===== src/rtl/irq_trig_pkg.sv =====
package irq_trig_pkg;

  typedef enum logic [1:0] {
    TRIG_LOW_LVL  = 2'd0,
    TRIG_FALL     = 2'd1,
    TRIG_HIGH_LVL = 2'd2,
    TRIG_RISE     = 2'd3
  } trig_mode_e;

  typedef enum logic [1:0] {
    REG_CTRL = 2'd0,
    REG_PEND = 2'd1,
    REG_EN   = 2'd2
  } reg_id_e;

  // Byte offset of a register in the selected address map
  function automatic logic [7:0] reg_off(input logic lay_b, input reg_id_e id);
    logic [7:0] off;
    case (id)
      REG_CTRL: off = lay_b ? 8'h0C : 8'h00;
      REG_PEND: off = lay_b ? 8'h10 : 8'h04;
      default:  off = lay_b ? 8'h40 : 8'h08;
    endcase
    return off;
  endfunction

  function automatic logic is_edge_mode(input trig_mode_e m);
    return (m == TRIG_FALL) || (m == TRIG_RISE);
  endfunction

endpackage


===== src/rtl/irq_line_sync.sv =====
module irq_line_sync #(
  parameter int   STAGES   = 2,
  parameter logic IDLE_VAL = 1'b1
) (
  input  logic clk,
  input  logic rst_n,
  input  logic line_in,
  output logic line_sync
);
  logic [STAGES-1:0] chain_q;

  always_ff @(posedge clk or negedge rst_n) begin
    if (!rst_n) chain_q[0] <= IDLE_VAL;
    else        chain_q[0] <= line_in;
  end

  for (genvar g = 1; g < STAGES; g++) begin : g_stage
    always_ff @(posedge clk or negedge rst_n) begin
      if (!rst_n) chain_q[g] <= IDLE_VAL;
      else        chain_q[g] <= chain_q[g-1];
    end
  end

  assign line_sync = chain_q[STAGES-1];
endmodule


===== src/rtl/irq_evt_detect.sv =====
module irq_evt_detect
  import irq_trig_pkg::*;
#(
  parameter logic IDLE_VAL = 1'b1
) (
  input  logic       clk,
  input  logic       rst_n,
  input  trig_mode_e mode,
  input  logic       line_sync,
  output logic       set_evt
);
  logic prev_q;

  always_ff @(posedge clk or negedge rst_n) begin
    if (!rst_n) prev_q <= IDLE_VAL;
    else        prev_q <= line_sync;
  end

  always_comb begin
    case (mode)
      TRIG_LOW_LVL:  set_evt = ~line_sync;
      TRIG_FALL:     set_evt = prev_q & ~line_sync;
      TRIG_HIGH_LVL: set_evt = line_sync;
      default:       set_evt = ~prev_q & line_sync;
    endcase
  end

  // an edge is one transition, so two set requests in a row are impossible
  assert_edge_single_R4: assert property (@(posedge clk) disable iff (!rst_n)
    (is_edge_mode(mode) && set_evt) ##1 $stable(mode) |-> !set_evt);
endmodule


===== src/rtl/irq_pend_latch.sv =====
module irq_pend_latch (
  input  logic clk,
  input  logic rst_n,
  input  logic set_evt,
  input  logic ack,
  output logic pend_q
);
  always_ff @(posedge clk or negedge rst_n) begin
    if (!rst_n)       pend_q <= 1'b0;
    else if (set_evt) pend_q <= 1'b1;
    else if (ack)     pend_q <= 1'b0;
  end

  assert_set_wins_R9: assert property (@(posedge clk) disable iff (!rst_n)
    set_evt |=> pend_q);
  assert_ack_clears_R8: assert property (@(posedge clk) disable iff (!rst_n)
    (ack && !set_evt) |=> !pend_q);
  assert_pend_holds_R8: assert property (@(posedge clk) disable iff (!rst_n)
    (pend_q && !ack) |=> pend_q);
endmodule


===== src/rtl/irq_reg_bank.sv =====
module irq_reg_bank
  import irq_trig_pkg::*;
#(
  parameter int   ADDR_W   = 8,
  parameter int   DATA_W   = 32,
  parameter logic LAYOUT_B = 1'b0
) (
  input  logic              clk,
  input  logic              rst_n,
  input  logic              bus_sel,
  input  logic              bus_we,
  input  logic [ADDR_W-1:0] bus_addr,
  input  logic [DATA_W-1:0] bus_wdata,
  output logic [DATA_W-1:0] bus_rdata,
  input  logic              pend_q,
  output logic              ack,
  output trig_mode_e        mode,
  output logic              en_q
);
  localparam logic [ADDR_W-1:0] OFF_CTRL = ADDR_W'(reg_off(LAYOUT_B, REG_CTRL));
  localparam logic [ADDR_W-1:0] OFF_PEND = ADDR_W'(reg_off(LAYOUT_B, REG_PEND));
  localparam logic [ADDR_W-1:0] OFF_EN   = ADDR_W'(reg_off(LAYOUT_B, REG_EN));

  logic [DATA_W-1:0] ctrl_q;
  logic [DATA_W-1:0] rdata_d;
  logic hit_ctrl, hit_pend, hit_en, wr, rd;

  assign hit_ctrl = (bus_addr == OFF_CTRL);
  assign hit_pend = (bus_addr == OFF_PEND);
  assign hit_en   = (bus_addr == OFF_EN);
  assign wr       = bus_sel & bus_we;
  assign rd       = bus_sel & ~bus_we;
  assign ack      = wr & hit_pend & bus_wdata[0];
  assign mode     = trig_mode_e'(ctrl_q[1:0]);

  always_ff @(posedge clk or negedge rst_n) begin
    if (!rst_n) begin
      ctrl_q <= '0;
      en_q   <= 1'b0;
    end else if (wr) begin
      if (hit_ctrl) ctrl_q <= bus_wdata;
      if (hit_en)   en_q   <= bus_wdata[0];
    end
  end

  always_comb begin
    rdata_d = '0;
    if (hit_ctrl)      rdata_d = ctrl_q;
    else if (hit_pend) rdata_d[0] = pend_q;
    else if (hit_en)   rdata_d[0] = en_q;
  end

  always_ff @(posedge clk or negedge rst_n) begin
    if (!rst_n)  bus_rdata <= '0;
    else if (rd) bus_rdata <= rdata_d;
  end

  assert_en_write_R10: assert property (@(posedge clk) disable iff (!rst_n)
    (wr && hit_en) |=> (en_q == $past(bus_wdata[0])));
  assert_rdata_hold_R12: assert property (@(posedge clk) disable iff (!rst_n)
    !rd |=> $stable(bus_rdata));
  assert_ctrl_stable_R2: assert property (@(posedge clk) disable iff (!rst_n)
    !(wr && hit_ctrl) |=> $stable(ctrl_q));
endmodule


===== src/rtl/irq_trig_ctl.sv =====
module irq_trig_ctl
  import irq_trig_pkg::*;
#(
  parameter int   ADDR_W      = 8,
  parameter int   DATA_W      = 32,
  parameter logic LAYOUT_B    = 1'b0,
  parameter int   SYNC_STAGES = 2,
  parameter logic SYNC_IDLE   = 1'b1
) (
  input  logic              clk,
  input  logic              rst_n,
  input  logic              irq_in,
  input  logic              bus_sel,
  input  logic              bus_we,
  input  logic [ADDR_W-1:0] bus_addr,
  input  logic [DATA_W-1:0] bus_wdata,
  output logic [DATA_W-1:0] bus_rdata,
  output logic              irq_out
);
  logic       sync_q, set_evt, ack, pend_q, en_q;
  trig_mode_e mode;

  irq_line_sync #(.STAGES(SYNC_STAGES), .IDLE_VAL(SYNC_IDLE)) u_sync (
    .clk(clk), .rst_n(rst_n), .line_in(irq_in), .line_sync(sync_q));

  irq_evt_detect #(.IDLE_VAL(SYNC_IDLE)) u_det (
    .clk(clk), .rst_n(rst_n), .mode(mode), .line_sync(sync_q), .set_evt(set_evt));

  irq_pend_latch u_pend (
    .clk(clk), .rst_n(rst_n), .set_evt(set_evt), .ack(ack), .pend_q(pend_q));

  irq_reg_bank #(.ADDR_W(ADDR_W), .DATA_W(DATA_W), .LAYOUT_B(LAYOUT_B)) u_regs (
    .clk(clk), .rst_n(rst_n), .bus_sel(bus_sel), .bus_we(bus_we),
    .bus_addr(bus_addr), .bus_wdata(bus_wdata), .bus_rdata(bus_rdata),
    .pend_q(pend_q), .ack(ack), .mode(mode), .en_q(en_q));

  assign irq_out = pend_q & en_q;

  assert_high_level_R6: assert property (@(posedge clk) disable iff (!rst_n)
    (mode == TRIG_HIGH_LVL && sync_q) |=> pend_q);
  assert_low_level_R7: assert property (@(posedge clk) disable iff (!rst_n)
    (mode == TRIG_LOW_LVL && !sync_q) |=> pend_q);
endmodule


===== config.mk =====
export PLATFORM = sky130hd
export DESIGN_NAME = irq_trig_ctl
export DESIGN_NICKNAME = d
export VERILOG_FILES = /design/src/rtl/irq_trig_pkg.sv /design/src/rtl/irq_line_sync.sv /design/src/rtl/irq_evt_detect.sv /design/src/rtl/irq_pend_latch.sv /design/src/rtl/irq_reg_bank.sv /design/src/rtl/irq_trig_ctl.sv
export SDC_FILE = /design/constraint.sdc
export NUM_CORES = 1
export LEC_CHECK = 0
export CAP_MARGIN = 20
export CORE_ASPECT_RATIO = 1.75
export CORE_UTILIZATION = 45
export DETAILED_ROUTE_END_ITERATION = 8
export PLACE_DENSITY = 0.8
export SLEW_MARGIN = 0
export SYNTH_ARGS = -nofsm -noshare
export SYNTH_HDL_FRONTEND = slang
export SYNTH_HIERARCHICAL = 1
export SYNTH_SLANG_ARGS = --single-unit

===== constraint.sdc =====
create_clock -name clk -period 1.3 [get_ports clk]
set_input_delay 0.26 -clock clk [delete_from_list [all_inputs] [get_ports clk]]
set_output_delay 0.26 -clock clk [all_outputs]
set_load 0.02 [all_outputs]

# [Yosys cells after proc, flatten, opt, wreduce, memory -nomap -nowiden]
# Index checks and enable logic that the tools add are counted.
[totals] ff_bits=69 inputBits=45 output_inout_bits=33 wordCells=33
[op_classes] n_eq_ne=4 muxes=7 bitwise_logic=10 n_reduce_logical=5
[op_table] op="$mux W31" count=1
[op_table] op="$eq A8 B3 Y1 const B" count=1
[op_table] op="$eq A8 B4 Y1 const B" count=1
[op_table] op="$logic_not A8 Y1" count=1
[op_table] op="$and A1 B1 Y1" count=7
[op_table] op="$mux W1" count=5
[op_table] op="$reduce_and A2 Y1" count=2
[op_table] op="$not A1 Y1" count=3
[op_table] op="$pmux W1 S3" count=1
[op_table] op="$eq A2 B1 Y1 const B" count=1
[op_table] op="$eq A2 B2 Y1 const B" count=1
[op_table] op="$logic_not A2 Y1" count=1
[op_table] op="$reduce_bool A2 Y1" count=1

# [Depth between registers and ports, before layout]
[logic_depth] depth_word=5 ltp_mapped=5 depth_no_buf=5

# [Modules after synthesis]
# The synthesis kept the hierarchy.
[modules_own_cells] mod="irq_reg_bank" n_inst=1 cells_each=224 area_each_um2=2728.9 seq_area_each_um2=1626.6
[modules_own_cells] mod="irq_line_sync" n_inst=1 cells_each=2 area_each_um2=52.6 seq_area_each_um2=52.6
[modules_own_cells] mod="irq_evt_detect" n_inst=1 cells_each=4 area_each_um2=48.8 seq_area_each_um2=26.3
[modules_own_cells] mod="irq_pend_latch" n_inst=1 cells_each=3 area_each_um2=36.3 seq_area_each_um2=25.0
[modules_own_cells] mod="irq_trig_ctl" n_inst=1 cells_each=1 area_each_um2=6.3 seq_area_each_um2=0.0

# [Least setup slack after synthesis]
# OpenSTA, ideal clock, no wires.
[synth_path] path_type="input to register" start="in bus_addr[7]" end="reg u_regs.ctrl_q[0]" setup_ns=0.125 t_arrival_ns=1.292 t_required_ns=1.175 path_slack_ns=-0.117 cell_stages=4 path_buffers=1 path_cell_list="nor4_2 nand4_4 buf_6 mux2_4"
[synth_between] elab_chain_len=2
[synth_lines] item="start, declared" line="irq_trig_ctl.sv:15" rtl="input logic [ADDR_W-1:0] bus_addr,"
[synth_lines] item="$logic_not A8 Y1" line="irq_reg_bank.sv:28" rtl="assign hit_ctrl = (bus_addr == OFF_CTRL);"
[synth_lines] item="$reduce_and A2 Y1 (no source line)"
[synth_lines] item="end signal, assigned" line="irq_reg_bank.sv:41" rtl="if (hit_ctrl) ctrl_q <= bus_wdata;"
[synth_lines] item="end, declared" line="irq_reg_bank.sv:24" rtl="logic [DATA_W-1:0] ctrl_q;"
# Every way passes these cells.
# A chain may end at the register's enable or synchronous reset.

# [Worst setup path after layout]
[layout_path] start="in bus_addr[6]" end="reg u_regs.ctrl_q[9]"
# The elaborated chain is that of the path after synthesis.

==> flow_summary.toml <==
[sta]
setup-violations-final = 22
fin_crit_sh_pct = 101
period_minus_slack_ns = 1.31
finalHoldViolCount = 0
worst_pin_slew_ns = 0.349
slew_headroom_pct = 76.6
clock.fmax_mhz = 763
final.setup.worst_slack_ns = -0.0115
rsz0062_at_grt = "true"
finalClockSkew_ns = 0.00425
slew_viol_final = 0

[worst_setup_path]
r2r_slack_ns = 0.29
crit_fanout = 8
worstReg2RegEnd = "u_regs/bus_rdata[0]"
required_ns = 1.53
r2r_cells = 4
r2r_start = "u_pend/pend_q"
endpoint_kind = "flip-flop"
critPathArrivalTime_ns = 1.54
worst_setup_path_start_kind = "primary input"
crit_type = "primary input to flip-flop"

[clock_tree]
cts_tree = "yes"
cts_inserted_buffers = 9
clock_path_buffers = 2
clk_pin_slew_ns = 0.07
cts_root_buffer = "clkbuf_8"
clkLatencyLatePin_ns = 0.34
clock_sink_count = 69
h-tree-depth = 3

[detailed_routing]
drtAntennaViolNets = 0
wl_per_cell_um = 16.5
drtIter0Drc = 115
vias_per_cell = 5.10
first_pass_iters = 4
wl_um = 6840
vias = 2115
drc = 0

[synthesis]
ys_ff_latch = 69
synth_area_per_cell_um2 = 12.3
yosys-top-cells-area = "dfrtp_1, mux2_4, nand2_1"
synth_top_family_by_area = "multiplexers"
postSynth.asyncResetShare_pct = 100
netlist_instances = 234
synth-main-ff-cell = "dfrtp_1"
synth.area.mux_share_pct = 16.9
synth.distinct_cells = 26
yosys.area_share.simple_pct = 12.6
synth-xor-area-share_pct = 0.610
syn-cell-area_um2 = 2870
synth_nets = 279
synth_compound_area_share_pct = 6.53
synth_top_cell_by_area = "dfrtp_1"
ys_seq_area_share_pct = 60.2
synth_top_area_share_pct = 57.5
synthAdderAreaFrac_pct = 0
yosys_warnings = 6
synth_edf_count = 0

[global_route]
antenna_found_initial = 0
grt_max_degree = 32
grt_pass1_wl_um = 11200
grt_util_all_layers_pct = 22.8
first_global_vias = 2277
gr-total-overflow = 0

[cells_and_area]
fill_cells = 471
utilization_pct = 65.1
diodes = 0
syn_to_final_growth_pct = 40.1
final_net_count = 375
drive_gt1_share_pct = 33.4
instances_no_fill = 415

[pwr]
combPwrFrac_pct = 7.8
p_clk_share_pct = 40.0
power_frac_seq_pct = 52.2
swShare_pct = 21.5
p_leak_nw = 1.95
power.switching_w = 0.000907
power.density_nw_per_um2 = 1050
internal_power_w = 0.00331
peakVddDrop_uv = 652

[die]
die_w_um = 62.4
core_um2 = 6180
start_util_pct = 46.5
rows = 38
io_pins = 78
die_height_um = 108
die-area_um2 = 6720

[hold_path]
min_from = "bus_addr[6]"
hold_class = "primary input to flip-flop"
hold_depth = 4
hold_path_end = "u_regs/en_q"

[placement]
dp_cells = 393
globalplace.congestion = 0.803
portBuffers = 77
dp_hpwl_um = 4430

[flow_run]
max-cap-violations = 0

[run_status]
status = "finished, violations left"
violations = "negative setup slack"
==> critical path: stages <==
cell and delay, ns:
buf_6 0.10, nor4_4 0.38, nand4_4 0.17, buf_6 0.18
buf_16 0.15, mux2_4 0.29
==> cells by family after synthesis <==
group	after synthesis
buffers and inverters	16
DFF	69
AOI/OAI and AO/OA	36
and+or+nand+nor	78
xor gates and xnor gates	2
muxes	33
==> synthesized netlist by cell type (all sizes together) (2+ instances only) <==
cell type  instances
nand2b             2
nand4              2
mux2              33
a21oi              2
clkbuf            10
buf                5
nand2             64
dfrtp             66
o21ai             32
dfstp              3
nor2               2
nor4               2
and2               2
==> routing by layer <==
| metal | vias up | track usage, % | wire length (um) |
|---|---|---|---|
| met3 | 22 | 2.86 | 214 |
| met2 | 68 | 38.4 | 3610 |
| met5 | - | 0 | 0 |
| li1 | 970 | - | - |
| met1 | 1055 | 25.8 | 2730 |
| met4 | 0 | 18.1 | 288 |
==> state kept, by name, indices dropped and copies added (netlist names) <==
register,flops
u_sync/line_sync,1
u_regs/ctrl_q,32
u_pend/pend_q,1
u_regs/bus_rdata,32
u_sync/chain_q,1
u_det/prev_q,1
u_regs/en_q,1
==> cell type report <==
cell class	instances	area [um^2]	share of cell area [%]
tap	80	100	2.49
clock inverter	2	35.0	0.870
inverter	1	3.75	0.0933
timing repair buffer	100	937	23.3
clock buffer	14	153	3.79
multi-input combinational	149	1070	26.5
sequential	69	1730	43.0
==> power by group through the flow <==
stage,sequential [W],combinational (W),clock [W]
final,0.00220,0.000329,0.00169
after global routing,0.00220,0.000358,0.00181
after CTS,0.00220,0.000331,0.00172
after detailed placement,0.00224,0.000336,0
after global placement,0.00224,0.000330,0
after floorplan,0.00224,0.0000916,0
==> cell usage in the layout (no fill, tap or decap), types with 3 or more instances in the layout <==
| cell | netlist | layout |
|---|---|---|
| dfrtp_1 | 66 | 66 |
| buf_4 | 2 | 15 |
| buf_2 | 0 | 6 |
| mux2_4 | 30 | 30 |
| buf_6 | 3 | 5 |
| dfstp_2 | 3 | 3 |
| o21ai_0 | 32 | 32 |
| clkbuf_8 | 0 | 10 |
| clkdlybuf4s50_1 | 0 | 33 |
| clkbuf_2 | 0 | 18 |
| clkdlybuf4s15_1 | 0 | 5 |
| clkdlybuf4s15_2 | 0 | 10 |
| clkbuf_1 | 10 | 4 |
| nand2_1 | 64 | 64 |
| mux2_2 | 3 | 3 |
==> what timing repair did <==
action / CTS / global route
pin swaps: 3 / 3
hold endpoints to repair: 66 / 0
gates cloned: 3 / 0
buffers inserted: 2 / 1
gates resized for setup: 115 / 23
setup endpoints to repair: 99 / 51
hold buffers: 1 / 0
==> through the flow <==
stage | setup WS, ns | hold slack [ns] | setup TNS [ns] | cell area (um^2) | total power (W)
after floorplan | -0.0844 | -0.0356 | -2.53 | 2880 | 0.00233
after global placement | -0.634 | 0.242 | -34.88 | 3830 | 0.00257
after detailed placement | -0.667 | 0.248 | -38.07 | 3830 | 0.00258
after CTS | 0.000193 | 0.317 | 0 | 4120 | 0.00425
after global routing | -0.0226 | 0.350 | -0.297 | 4030 | 0.00437
final | -0.0115 | 0.335 | -0.122 | 4030 | 0.00422
==> worst max path at each step <==
stage                               startpoint                 to
after floorplan                    bus_addr[4]   u_regs/ctrl_q[0]
after global placement             bus_addr[7]  u_regs/ctrl_q[29]
after detailed placement           bus_addr[7]  u_regs/ctrl_q[16]
after CTS                 u_regs/bus_rdata[17]      bus_rdata[17]
after global routing               bus_addr[6]  u_regs/ctrl_q[14]
final                              bus_addr[6]   u_regs/ctrl_q[9]
Power figures use the tool's default switching activity.
